[src/rtl/smute_pkg.sv]
`timescale 1ns/1ps
package smute_pkg;

    localparam int STATE_W = 4;

    // Codes are chosen so that bits 0 and 2 mark the ramping states.
    typedef enum logic [STATE_W-1:0] {
        ST_MUTED    = 4'd0,
        ST_RAMP_UP  = 4'd1,
        ST_UNMUTED  = 4'd2,
        ST_RAMP_DN  = 4'd4
    } ramp_state_e;

endpackage

[src/rtl/smute_ramp_fsm.sv]
`timescale 1ns/1ps
module smute_ramp_fsm
    import smute_pkg::*;
#(
    parameter int GAIN_FRAC = 8,
    parameter int CFG_W     = 8,
    localparam int GW        = GAIN_FRAC + 1,
    localparam int SUM_W     = GW + 1
) (
    input  logic                 clk,
    input  logic                 rst_n,
    input  logic                 tick,
    input  logic                 cmd_up,
    input  logic                 cmd_dn,
    input  logic [CFG_W-1:0]     step_sz,
    input  logic [CFG_W-1:0]     step_per,
    output logic [GW-1:0]        gain_o,
    output logic [STATE_W-1:0]   state_o
);

    localparam logic [GW-1:0]    GAIN_FULL = GW'(1) << GAIN_FRAC;
    localparam logic [SUM_W-1:0] FULL_EXT  = SUM_W'(GAIN_FULL);

    ramp_state_e        state_q, state_n;
    logic [GW-1:0]      gain_q, gain_n;
    logic [CFG_W-1:0]   cnt_q, cnt_n;
    logic [CFG_W:0]     per_eff;
    logic               step_now;
    logic [SUM_W-1:0]   sum_up;
    logic [SUM_W-1:0]   step_ext;

    always_comb begin
        per_eff  = (step_per == '0) ? (CFG_W+1)'(1) : {1'b0, step_per};
        step_now = tick && (({1'b0, cnt_q} + (CFG_W+1)'(1)) >= per_eff);
        step_ext = SUM_W'(step_sz);
        sum_up   = SUM_W'(gain_q) + step_ext;
    end

    // state register process
    always_ff @(posedge clk) begin
        if (!rst_n) begin
            state_q <= ST_MUTED;
            gain_q  <= '0;
            cnt_q   <= '0;
        end else begin
            state_q <= state_n;
            gain_q  <= gain_n;
            cnt_q   <= cnt_n;
        end
    end

    // next-state and ramp arithmetic
    always_comb begin
        state_n = state_q;
        gain_n  = gain_q;
        cnt_n   = cnt_q;
        unique case (state_q)
            ST_MUTED: begin
                cnt_n = '0;
                if (cmd_up && !cmd_dn) begin
                    state_n = ST_RAMP_UP;
                end
            end
            ST_RAMP_UP: begin
                if (cmd_dn) begin
                    state_n = ST_RAMP_DN;
                    cnt_n   = '0;
                end else if (step_now) begin
                    cnt_n = '0;
                    if (sum_up >= FULL_EXT) begin
                        gain_n  = GAIN_FULL;
                        state_n = ST_UNMUTED;
                    end else begin
                        gain_n = sum_up[GW-1:0];
                    end
                end else if (tick) begin
                    cnt_n = cnt_q + CFG_W'(1);
                end
            end
            ST_UNMUTED: begin
                cnt_n = '0;
                if (cmd_dn) begin
                    state_n = ST_RAMP_DN;
                end
            end
            ST_RAMP_DN: begin
                if (cmd_up && !cmd_dn) begin
                    state_n = ST_RAMP_UP;
                    cnt_n   = '0;
                end else if (step_now) begin
                    cnt_n = '0;
                    if (SUM_W'(gain_q) <= step_ext) begin
                        gain_n  = '0;
                        state_n = ST_MUTED;
                    end else begin
                        gain_n = gain_q - GW'(step_sz);
                    end
                end else if (tick) begin
                    cnt_n = cnt_q + CFG_W'(1);
                end
            end
            default: begin
                state_n = ST_MUTED;
                gain_n  = '0;
                cnt_n   = '0;
            end
        endcase
    end

    // output process
    always_comb begin
        gain_o  = gain_q;
        state_o = state_q;
    end


    code_legal_chk: assert property (@(posedge clk) disable iff (!rst_n)
        $onehot0(state_q));


    gain_le_full_chk: assert property (@(posedge clk) disable iff (!rst_n)
        gain_q <= GAIN_FULL);


    unmuted_full_chk: assert property (@(posedge clk) disable iff (!rst_n)
        (state_q == ST_UNMUTED) |-> (gain_q == GAIN_FULL));


    muted_zero_chk: assert property (@(posedge clk) disable iff (!rst_n)
        (state_q == ST_MUTED) |-> (gain_q == '0));


    hold_without_tick_chk: assert property (@(posedge clk) disable iff (!rst_n)
        !tick |=> $stable(gain_q));


    unmute_start_chk: assert property (@(posedge clk) disable iff (!rst_n)
        (state_q == ST_MUTED && cmd_up && !cmd_dn) |=> (state_q == ST_RAMP_UP));


    mute_start_chk: assert property (@(posedge clk) disable iff (!rst_n)
        (cmd_dn && (state_q == ST_UNMUTED || state_q == ST_RAMP_UP))
        |=> (state_q == ST_RAMP_DN && $stable(gain_q)));

endmodule

[src/rtl/smute_gain_scaler.sv]
`timescale 1ns/1ps
module smute_gain_scaler #(
    parameter int DW        = 16,
    parameter int GAIN_FRAC = 8,
    localparam int GW        = GAIN_FRAC + 1,
    localparam int PW        = DW + GW + 1
) (
    input  logic                 clk,
    input  logic                 rst_n,
    input  logic                 bypass,
    input  logic [GW-1:0]        gain,
    input  logic signed [DW-1:0] smp_in,
    output logic signed [DW-1:0] smp_out
);

    localparam logic signed [PW-1:0] ROUND_ADJ = PW'((1 << GAIN_FRAC) - 1);

    logic signed [PW-1:0] prod;
    logic signed [PW-1:0] prod_adj;
    logic signed [PW-1:0] prod_sh;

    always_comb begin
        prod     = PW'(smp_in) * $signed({1'b0, gain});
        // bias negative products so the shift truncates toward zero
        prod_adj = prod[PW-1] ? (prod + ROUND_ADJ) : prod;
        prod_sh  = prod_adj >>> GAIN_FRAC;
    end

    always_ff @(posedge clk) begin
        if (!rst_n) begin
            smp_out <= '0;
        end else if (bypass) begin
            smp_out <= smp_in;
        end else begin
            smp_out <= prod_sh[DW-1:0];
        end
    end


    bypass_pass_chk: assert property (@(posedge clk) disable iff (!rst_n)
        bypass |=> (smp_out == $past(smp_in)));


    silent_at_zero_chk: assert property (@(posedge clk) disable iff (!rst_n)
        (!bypass && gain == '0) |=> (smp_out == '0));

endmodule

[src/rtl/smute_top.sv]
`timescale 1ns/1ps
module smute_top
    import smute_pkg::*;
#(
    parameter int NCH       = 2,
    parameter int DW        = 16,
    parameter int GAIN_FRAC = 8,
    parameter int CFG_W     = 8
) (
    input  logic                   clk,
    input  logic                   rst_n,
    input  logic                   tick,
    input  logic [NCH*DW-1:0]      smp_in,
    input  logic [NCH-1:0]         cmd_unmute,
    input  logic [NCH-1:0]         cmd_mute,
    input  logic [NCH*CFG_W-1:0]   step_size,
    input  logic [NCH*CFG_W-1:0]   step_period,
    input  logic [NCH-1:0]         bypass,
    output logic [NCH*DW-1:0]      smp_out,
    output logic [NCH*STATE_W-1:0] ramp_state
);

    localparam int GW = GAIN_FRAC + 1;

    for (genvar c = 0; c < NCH; c++) begin : g_chan
        logic [GW-1:0]        gain_c;
        logic [STATE_W-1:0]   state_c;
        logic signed [DW-1:0] out_c;

        smute_ramp_fsm #(
            .GAIN_FRAC (GAIN_FRAC),
            .CFG_W     (CFG_W)
        ) u_fsm (
            .clk      (clk),
            .rst_n    (rst_n),
            .tick     (tick),
            .cmd_up   (cmd_unmute[c]),
            .cmd_dn   (cmd_mute[c]),
            .step_sz  (step_size[c*CFG_W +: CFG_W]),
            .step_per (step_period[c*CFG_W +: CFG_W]),
            .gain_o   (gain_c),
            .state_o  (state_c)
        );

        smute_gain_scaler #(
            .DW        (DW),
            .GAIN_FRAC (GAIN_FRAC)
        ) u_scale (
            .clk     (clk),
            .rst_n   (rst_n),
            .bypass  (bypass[c]),
            .gain    (gain_c),
            .smp_in  (smp_in[c*DW +: DW]),
            .smp_out (out_c)
        );

        assign smp_out[c*DW +: DW]              = out_c;
        assign ramp_state[c*STATE_W +: STATE_W] = state_c;
    end

endmodule

[config.mk]
export PLATFORM = sky130hd
export DESIGN_NAME = smute_top
export DESIGN_NICKNAME = d
export VERILOG_FILES = /design/src/rtl/smute_pkg.sv /design/src/rtl/smute_ramp_fsm.sv /design/src/rtl/smute_gain_scaler.sv /design/src/rtl/smute_top.sv
export SDC_FILE = /design/constraint.sdc
export NUM_CORES = 1
export LEC_CHECK = 0
export BUFFER_PORTS_ARGS = -buffer_cell sky130_fd_sc_hd__buf_2
export CELL_PAD_IN_SITES_DETAIL_PLACEMENT = 0
export CELL_PAD_IN_SITES_GLOBAL_PLACEMENT = 1
export CORE_MARGIN = 2
export CORE_UTILIZATION = 49
export CTS_CLUSTER_DIAMETER = 60
export CTS_CLUSTER_SIZE = 24
export DETAILED_ROUTE_END_ITERATION = 8
export PLACE_DENSITY_LB_ADDON = 0.1
export REMOVE_ABC_BUFFERS = 1
export SETUP_SLACK_MARGIN = 0.5
export SLEW_MARGIN = 20
export SYNTH_ARGS = -nofsm -noshare
export SYNTH_HDL_FRONTEND = slang
export SYNTH_HIERARCHICAL = 1
export SYNTH_SLANG_ARGS = --single-unit
[constraint.sdc]
create_clock -name clk -period 10.34 [get_ports clk]
set_input_delay 2.068 -clock clk [delete_from_list [all_inputs] [get_ports clk]]
set_output_delay 2.068 -clock clk [all_outputs]
set_load 0.01 [all_outputs]
==> summary.md, run 1 <==
| Metric | Value |
|---|---|
| Synth unique cells | `121` |
| Initial antenna violation count | `0` |
| Crit Path Max Fanout | `10` |
| Areal power density over the cells | `41.6 mW/mm²` |
| Register area share after synthesis | `8.23%` |
| Critical path arrival | `8110 ps` |
| Clock Path Buffers | `2` |
| Layout cell share with drive strength beyond 1 | `9.37%` |
| DRT Wirelength | `about 43000 µm` |
| Drc violations | `0` |
| Worst setup EP type | `flop` |
| Die Y | `193 µm` |
| Mapped Area | `0.0175 mm²` |
| Worst vdd ir | `0.0826 mV` |
| Initial Util | `49.5%` |
| Area leader, netlist | `fa_1` |
| FF-to-FF End | `g_chan[1].u_scale/smp_out[14]` |
| Final setup TNS | `0 ps` |
| DRT Pass-1 Iters | `5` |
| Compound-cell area share of the yosys netlist | `~15%` |
| Reg2reg start | `g_chan[1].u_fsm/gain_o[1]` |
| IO buf count | `110` |
| WL/cell | `16.7 µm` |
| First-pass GRT wire length | `71400 µm` |
| GR Overflow Total | `0` |
| Pleak | `9.63 nW` |
| Sink Count | `72` |
| Post-synthesis mux area share | `less than 1%` |
| FF+latch count, synth | `between 70 and 80` |
| RSZ-0062 raised after global routing | `no` |
| Startpoint types | `primary input` |
| Skew final | `12.2 ps` |
| Post-synth EDFFs | `0` |
| Largest family of logic cells by synthesized area | `adder cells` |
| Num CTS Buffers | `9` |
| FMAX | `~130 MHz` |
| Vias/cell | `5.47` |
| Antenna Nets Post-Route | `0` |
| Max cap viols | `0` |
| Largest net degree at the start of global routing | `38` |
| Hold_buf cts | `0` |
| Final period utilization | `76.0%` |
| Max-slew headroom | `31.0%` |
| Reg clk slew, reported paths | `60 ps` |
| Vias in the first global route | `14043` |
| Total I/O pin count | `113` |
| RD Place Congestion | `0.870` |
| TritonCTS clock tree | `yes` |
| Status | `finished clean` |
| Final core occ | `a little over half` |
| Final min period | `roughly 7900 ps` |
| Max Slew Vio Count | `0` |
| Core Area | `0.0354 mm²` |
| Area grow syn2layout | `5.67%` |
| Resized cells post-CTS | `0` |
| Final-stage net count | `2595` |
| Flop-to-flop setup slack | `3390 ps` |
| Ys Warns | `6` |
| Syn Inst Count | `2078` |
| Final setup vio count | `0` |
| Via count | `14088` |
| Pre-CTS setup slack | `2120 ps` |
| WHS Endpoint | `g_chan[0].u_fsm/cnt_q[1]` |
| Reg2reg path depth | `19` |
| Die area | `0.0373 mm²` |
| Hold depth | `2` |
| Main synth FF type | `dfxtp_1` |
| Rows | `69` |
| Die X-Extent | `~190 µm` |
| Antenna cells | `0` |
| GRT Util Overall | `between 20% and 30%` |
| Root Driver | `clkbuf_16` |
| Slack of the critical path | `2490 ps` |
| Largest cells by area after synthesis | `fa_1 (28%), ha_1 (12%), dfxtp_1 (8.2%)` |
| Required @ worst endpoint | `~11000 ps` |
| Clock latency on the worst-skew pair | `370 ps` |
| Crit Path Class | `in -> reg` |
| Post-Synth Simple-Gate Area | `about a fifth` |
| Post-DP HPWL | `34700 µm` |
| Fill cells | `~3500` |
| Hold Path Class | `reg -> reg` |
| Adder-Cell Fraction of Synth Area | `40.2%` |
| Final Hold Viols | `0` |
| Worst Tran Pin Value | `roughly 1000 ps` |
| Mean Syn Cell Area | `8.43 µm²` |
| Number of H-tree levels | `3` |
| Post-CTS Setup Inserts | `0` |
| Post-synth top area share | `28.3%` |
| Hold Startpoint | `g_chan[0].u_fsm/cnt_q[1]` |
| Post-synth ARST share | `0%` |
| Post-Synth XOR/XNOR Area | `4.51%` |
| DRT iter0 DRCs | `625` |
==> worst max-delay path, cell delays in order <==
cell and delay, ps:
buf_2 160, and2_1 220, fa_1 720, inv_1 110, fa_1 540, inv_1 50, fa_1 460, fa_1 540
inv_1 50, fa_1 490, inv_1 40, ha_1 390, and4_4 270, and4_4 250, a31oi_2 120, a32oi_2 330
mux2i_4 430, nand4_1 150, and4bb_1 380, nor3b_1 260, nor3_2 70
==> state kept, by name, indices dropped and copies added, names as in the netlist <==
| register | count |
|---|---|
| g_chan.u_fsm/state_o | 6 |
| g_chan.u_scale/smp_out | 32 |
| g_chan.u_fsm/gain_o | 18 |
| g_chan.u_fsm/cnt_q | 16 |
==> how the worst max path moves through the flow <==
stage / slack, ps / cells past startpoint / start / to
3_3_place_gp: 2240 / 21 / smp_in[31] / g_chan[1].u_scale/smp_out[12]
2_1_floorplan: 2680 / 20 / smp_in[31] / g_chan[1].u_scale/smp_out[13]
4_1_cts: 2490 / 21 / smp_in[31] / g_chan[1].u_scale/smp_out[14]
5_1_grt: 2130 / 22 / smp_in[15] / g_chan[0].u_scale/smp_out[2]
3_5_place_dp: 2120 / 21 / smp_in[31] / g_chan[1].u_scale/smp_out[14]
6_report: 2490 / 21 / smp_in[31] / g_chan[1].u_scale/smp_out[14]
==> through the flow <==
stage / instances / total power [mW] / hold WS, ps / cell area (µm²)
after floorplan: 1989 / 0.378 / 479 / 17100
after global routing: 2575 / 0.807 / 554 / 18500
after global placement: 2560 / 0.449 / 499 / 18200
after detailed placement: 2560 / 0.451 / 512 / 18200
after CTS: 2575 / 0.782 / 530 / 18500
final: 2575 / 0.770 / 520 / 18500
==> Yosys cell counts, types with 23 or more instances <==
| cell type | number |
|---|---|
| inv_1 | 355 |
| fa_1 | 248 |
| nand2_1 | 212 |
| ha_1 | 164 |
| and2_1 | 162 |
| nor2_1 | 102 |
| a21oi_1 | 97 |
| dfxtp_1 | 72 |
| clkbuf_1 | 66 |
| o21ai_0 | 47 |
| xnor2_1 | 43 |
| xor2_1 | 41 |
| nand3_1 | 26 |
| nand2b_1 | 23 |
==> power breakdown <==
group | internal (mW) | switching [mW]
clock network | 0.178 | 0.148
logic | 0.0549 | 0.0981
registers | 0.285 | 0.00670
total | 0.518 | 0.252
==> logic make-up (layout without fill, tap and decap cells) <==
logic type	count (synthesis)	in the layout
adders and majority gates	414	414
and+or+nand+nor	685	685
DFF	72	72
muxes	11	11
xor gates and xnor gates	87	87
buffers and inverters	446	482
AOI/OAI and AO/OA	361	361
other	2	2
==> final cells by class <==
class	instances	area, µm²	share of cell area, %
Clock buffer	11	253	1.37
Clock inverter	4	35.0	0.189
Inverter	357	1340	7.24
Multi-Input combinational cell	1560	14300	77.3
Sequential cell	72	1440	7.79
Tap cell	461	577	3.12
Timing Repair Buffer	110	551	2.97
==> cells in the final DEF (no fill, tap or decap), types with 18 or more instances in the layout <==
cell type,Yosys,layout
nand2_1,212,212
ha_1,164,164
inv_1,355,355
nand4_1,18,18
and2_1,162,162
buf_2,9,110
o21ai_0,47,47
fa_1,248,248
dfxtp_1,72,72
nor3_1,21,21
xor2_1,41,41
xnor2_1,43,43
a211oi_1,18,18
nand3_1,26,26
nor2_1,102,102
a21oi_1,97,97
nand2b_1,23,23
==> metal layers <==
| metal | vias to the layer above | part of all wire, % | GRT usage [%] |
|---|---|---|---|
| met5 | - | 0 | 0 |
| li1 | 6848 | - | - |
| met3 | 36 | 4.1 | 2.84 |
| met1 | 6950 | 47 | 33.6 |
| met4 | 0 | 1.6 | 6.50 |
| met2 | 254 | 47 | 39.7 |
Power figures use the tool's default switching activity.
==> run 2: changes to the inputs <==
--- a/config.mk
+++ b/config.mk
@@ -9,7 +9,7 @@
 export CELL_PAD_IN_SITES_DETAIL_PLACEMENT = 0
 export CELL_PAD_IN_SITES_GLOBAL_PLACEMENT = 1
 export CORE_MARGIN = 2
-export CORE_UTILIZATION = 49
+export CORE_UTILIZATION = 44
 export CTS_CLUSTER_DIAMETER = 60
 export CTS_CLUSTER_SIZE = 24
 export DETAILED_ROUTE_END_ITERATION = 8
==> constraint.sdc (replaced) <==
create_clock -name clk -period 7 [get_ports clk]
set_input_delay 1.4 -clock clk [delete_from_list [all_inputs] [get_ports clk]]
set_output_delay 1.4 -clock clk [all_outputs]
set_load 0.01 [all_outputs]
==> summary.md, run 2 (synthesized netlist as in run 1, its figures left out) <==
| Metric | Value |
|---|---|
| Crit Path Class | `in -> reg` |
| Antenna Nets Post-Route | `0 (unchanged)` |
| Initial Util | `44.3% (-5.2 points)` |
| Crit path buffers/inverters | `4 (-1)` |
| Skew final | `8.90 ps (-3.34 ps)` |
| Final period utilization | `93.0%` |
| Worst setup EP type | `flop` |
| Register with the most flip-flops | `g_chan.u_scale/smp_out` |
| Largest net degree at the start of global routing | `38 (unchanged)` |
| Seq pwr share | `35.7% (-2.2 points)` |
| Number of H-tree levels | `3 (unchanged)` |
| GRT Util Overall | `22.9% (-1.2 points)` |
| Drc violations | `0 (unchanged)` |
| Dpl cell area | `0.0197 mm² (+7.9%)` |
| Clk network pwr share | `40.9% (-1.3 points)` |
| Sw Ratio | `31.8% (-0.95 points)` |
| FMAX | `154 MHz` |
| DRT Pass-1 Iters | `8 (+3)` |
| Final setup vio count | `0 (unchanged)` |
| Core Area | `0.0395 mm² (+12%)` |
| Pleak | `10.7 nW (+12%)` |
| Post-DP HPWL | `37900 µm (+9.3%)` |
| First-pass GRT wire length | `76700 µm (+7.5%)` |
| Final Hold Viols | `0 (unchanged)` |
| Die X-Extent | `204 µm (+5.4%)` |
| IO buf count | `110 (unchanged)` |
| Sink Count | `72 (unchanged)` |
| Startpoint types | `primary input` |
| Worst path cell trace | `buf_12 > and2_4 > fa_1 > buf_6 > fa_1 > fa_1 > fa_1 > inv_2 > fa_1 > inv_2 > ha_4 > and4_4 > and4_4 > a31oi_4 > a32oi_4 > mux2i_4 > nand4_1 > and4bb_2 > nor3b_4 > nor3_2` |
| Via count | `14928 (+6.0%)` |
| DRT Wirelength | `46100 µm (+7.3%)` |
| Total I/O pin count | `113 (unchanged)` |
| Num CTS Buffers | `9 (unchanged)` |
| Max cap viols | `0 (unchanged)` |
| Max FFs per register | `32 (unchanged)` |
| DRT iter0 DRCs | `607 (-2.9%)` |
| Hold Path Class | `reg -> reg` |
| Most common cell after layout, fill and taps aside | `inv_1` |
| Crit Path Max Fanout | `8 (-2)` |
| Final-stage net count | `2804 (+8.1%)` |
| Reg clk slew, reported paths | `70 ps (about the same)` |
| Most frequent CP cell | `fa_1` |
| Areal power density over the cells | `56.4 mW/mm² (+35%)` |
| Max Slew Vio Count | `0 (unchanged)` |
| Critical path arrival | `6770 ps (-1340 ps)` |
| Antenna cells | `0 (unchanged)` |
| Power Total | `1.21 mW (+57%)` |
| Comb pwr share | `23.4% (+3.5 points)` |
| Clock latency on the worst-skew pair | `370 ps (about the same)` |
| GR Overflow Total | `0 (unchanged)` |
| Status | `finished clean` |
| Most frequent cells in the layout | `inv_1 (325), fa_1 (227), buf_4 (202)` |
| Vias/cell | `5.24 (-4.2%)` |
| Area grow syn2layout | `22.1%` |
| Psw | `0.384 mW (+52%)` |
| Die Y | `204 µm (+5.4%)` |
| Final min period | `around 6500 ps` |
| WL/cell | `16.2 µm (-3.0%)` |
| Worst vdd ir | `0.118 mV (+42%)` |
| Rows | `73 (+5.8%)` |
| RD Place Congestion | `0.872 (+0.24%)` |
| TritonCTS clock tree | `yes` |
| Die area | `0.0414 mm² (+11%)` |
| Post-route cell area | `0.0214 mm² (+16%)` |
| Root Driver | `clkbuf_16` |
| Layout cell share with drive strength beyond 1 | `25.1% (+16 points)` |
| Vias in the first global route | `15154 (+7.9%)` |
| Final core occ | `54.1% (+1.8 points)` |
| Worst path max stage delay | `550 ps (-170 ps)` |
| Family with the most delay on the worst path | `adder cells` |
| Initial antenna violation count | `0 (unchanged)` |
| Slowest CP cell | `fa_1` |
| Required @ worst endpoint | `7260 ps (-3340 ps)` |
| Hold_buf cts | `0 (unchanged)` |
| Max-slew headroom | `41.8% (+11 points)` |
| Clock Path Buffers | `2 (unchanged)` |
| Worst Tran Pin Value | `872 ps (-162 ps)` |
| RSZ-0062 raised after global routing | `yes` |
| Internal power | `0.822 mW (+59%)` |
run 2: through the flow:
step	hold WS [ps]	worst slack, ps	TNS, ps	cells
final	534	489	0	2849
after global routing	565	339	0	2849
after CTS	536	460	0	2830
after detailed placement	522	-216	-1670	2803
after global placement	495	-151	-646	2803
after floorplan	479	11.4	0	1989
run 2: layout make-up:
| cell class | count | area [µm²] |
|---|---|---|
| inverter | 357 | 1340 |
| clock inverter | 7 | 78.8 |
| clock buffer | 9 | 225 |
| fill | 3752 | 18200 |
| tap | 525 | 657 |
| multi-input combinational | 1560 | 15300 |
| sequential | 72 | 1440 |
| timing repair buffer | 319 | 2330 |
run 2: repair_timing:
item	4_1_cts	5_1_grt
setup endpoints to repair	28	31
setup buffers	11	19
pin swaps	97	163
resized for setup	127	152
run 2: power by group through the flow:
stage                     logic (mW)  registers (mW)  clock network (mW)
final                          0.282           0.430               0.493
after global placement         0.257           0.440                   0
after global routing           0.310           0.432               0.527
after CTS                      0.270           0.430               0.511
after detailed placement       0.260           0.440                   0
after floorplan                0.115           0.443                   0
run 2: metal layers:
layer / up-vias / global-route usage (%) / share of wire, %
li1: 7260 / - / -
met1: 7378 / 32.8 / 48
met2: 250 / 37.3 / 47
met3: 40 / 2.40 / 3.3
met4: 0 / 5.01 / 1.6
met5: - / 0 / 0
run 2: worst reg2reg max path: cells and delay by family (launching register included):
kind	cells	cell delay, ps
flops	1	890
fa+ha+maj	6	2880
compound gates	4	570
buf+inv	5	350
simple gates	5	1150
mux	1	380
run 2: path summary, 6_finish.rpt:
path              cells past startpoint                            end  slack (ps)                 startpoint
setup / recovery                     20  g_chan[1].u_scale/smp_out[14]         490                 smp_in[31]
hold / removal                        2       g_chan[0].u_fsm/cnt_q[1]         530   g_chan[0].u_fsm/cnt_q[1]
setup reg to reg                     21  g_chan[1].u_scale/smp_out[14]         670  g_chan[1].u_fsm/gain_o[4]
hold reg to reg                       2       g_chan[0].u_fsm/cnt_q[1]         530   g_chan[0].u_fsm/cnt_q[1]
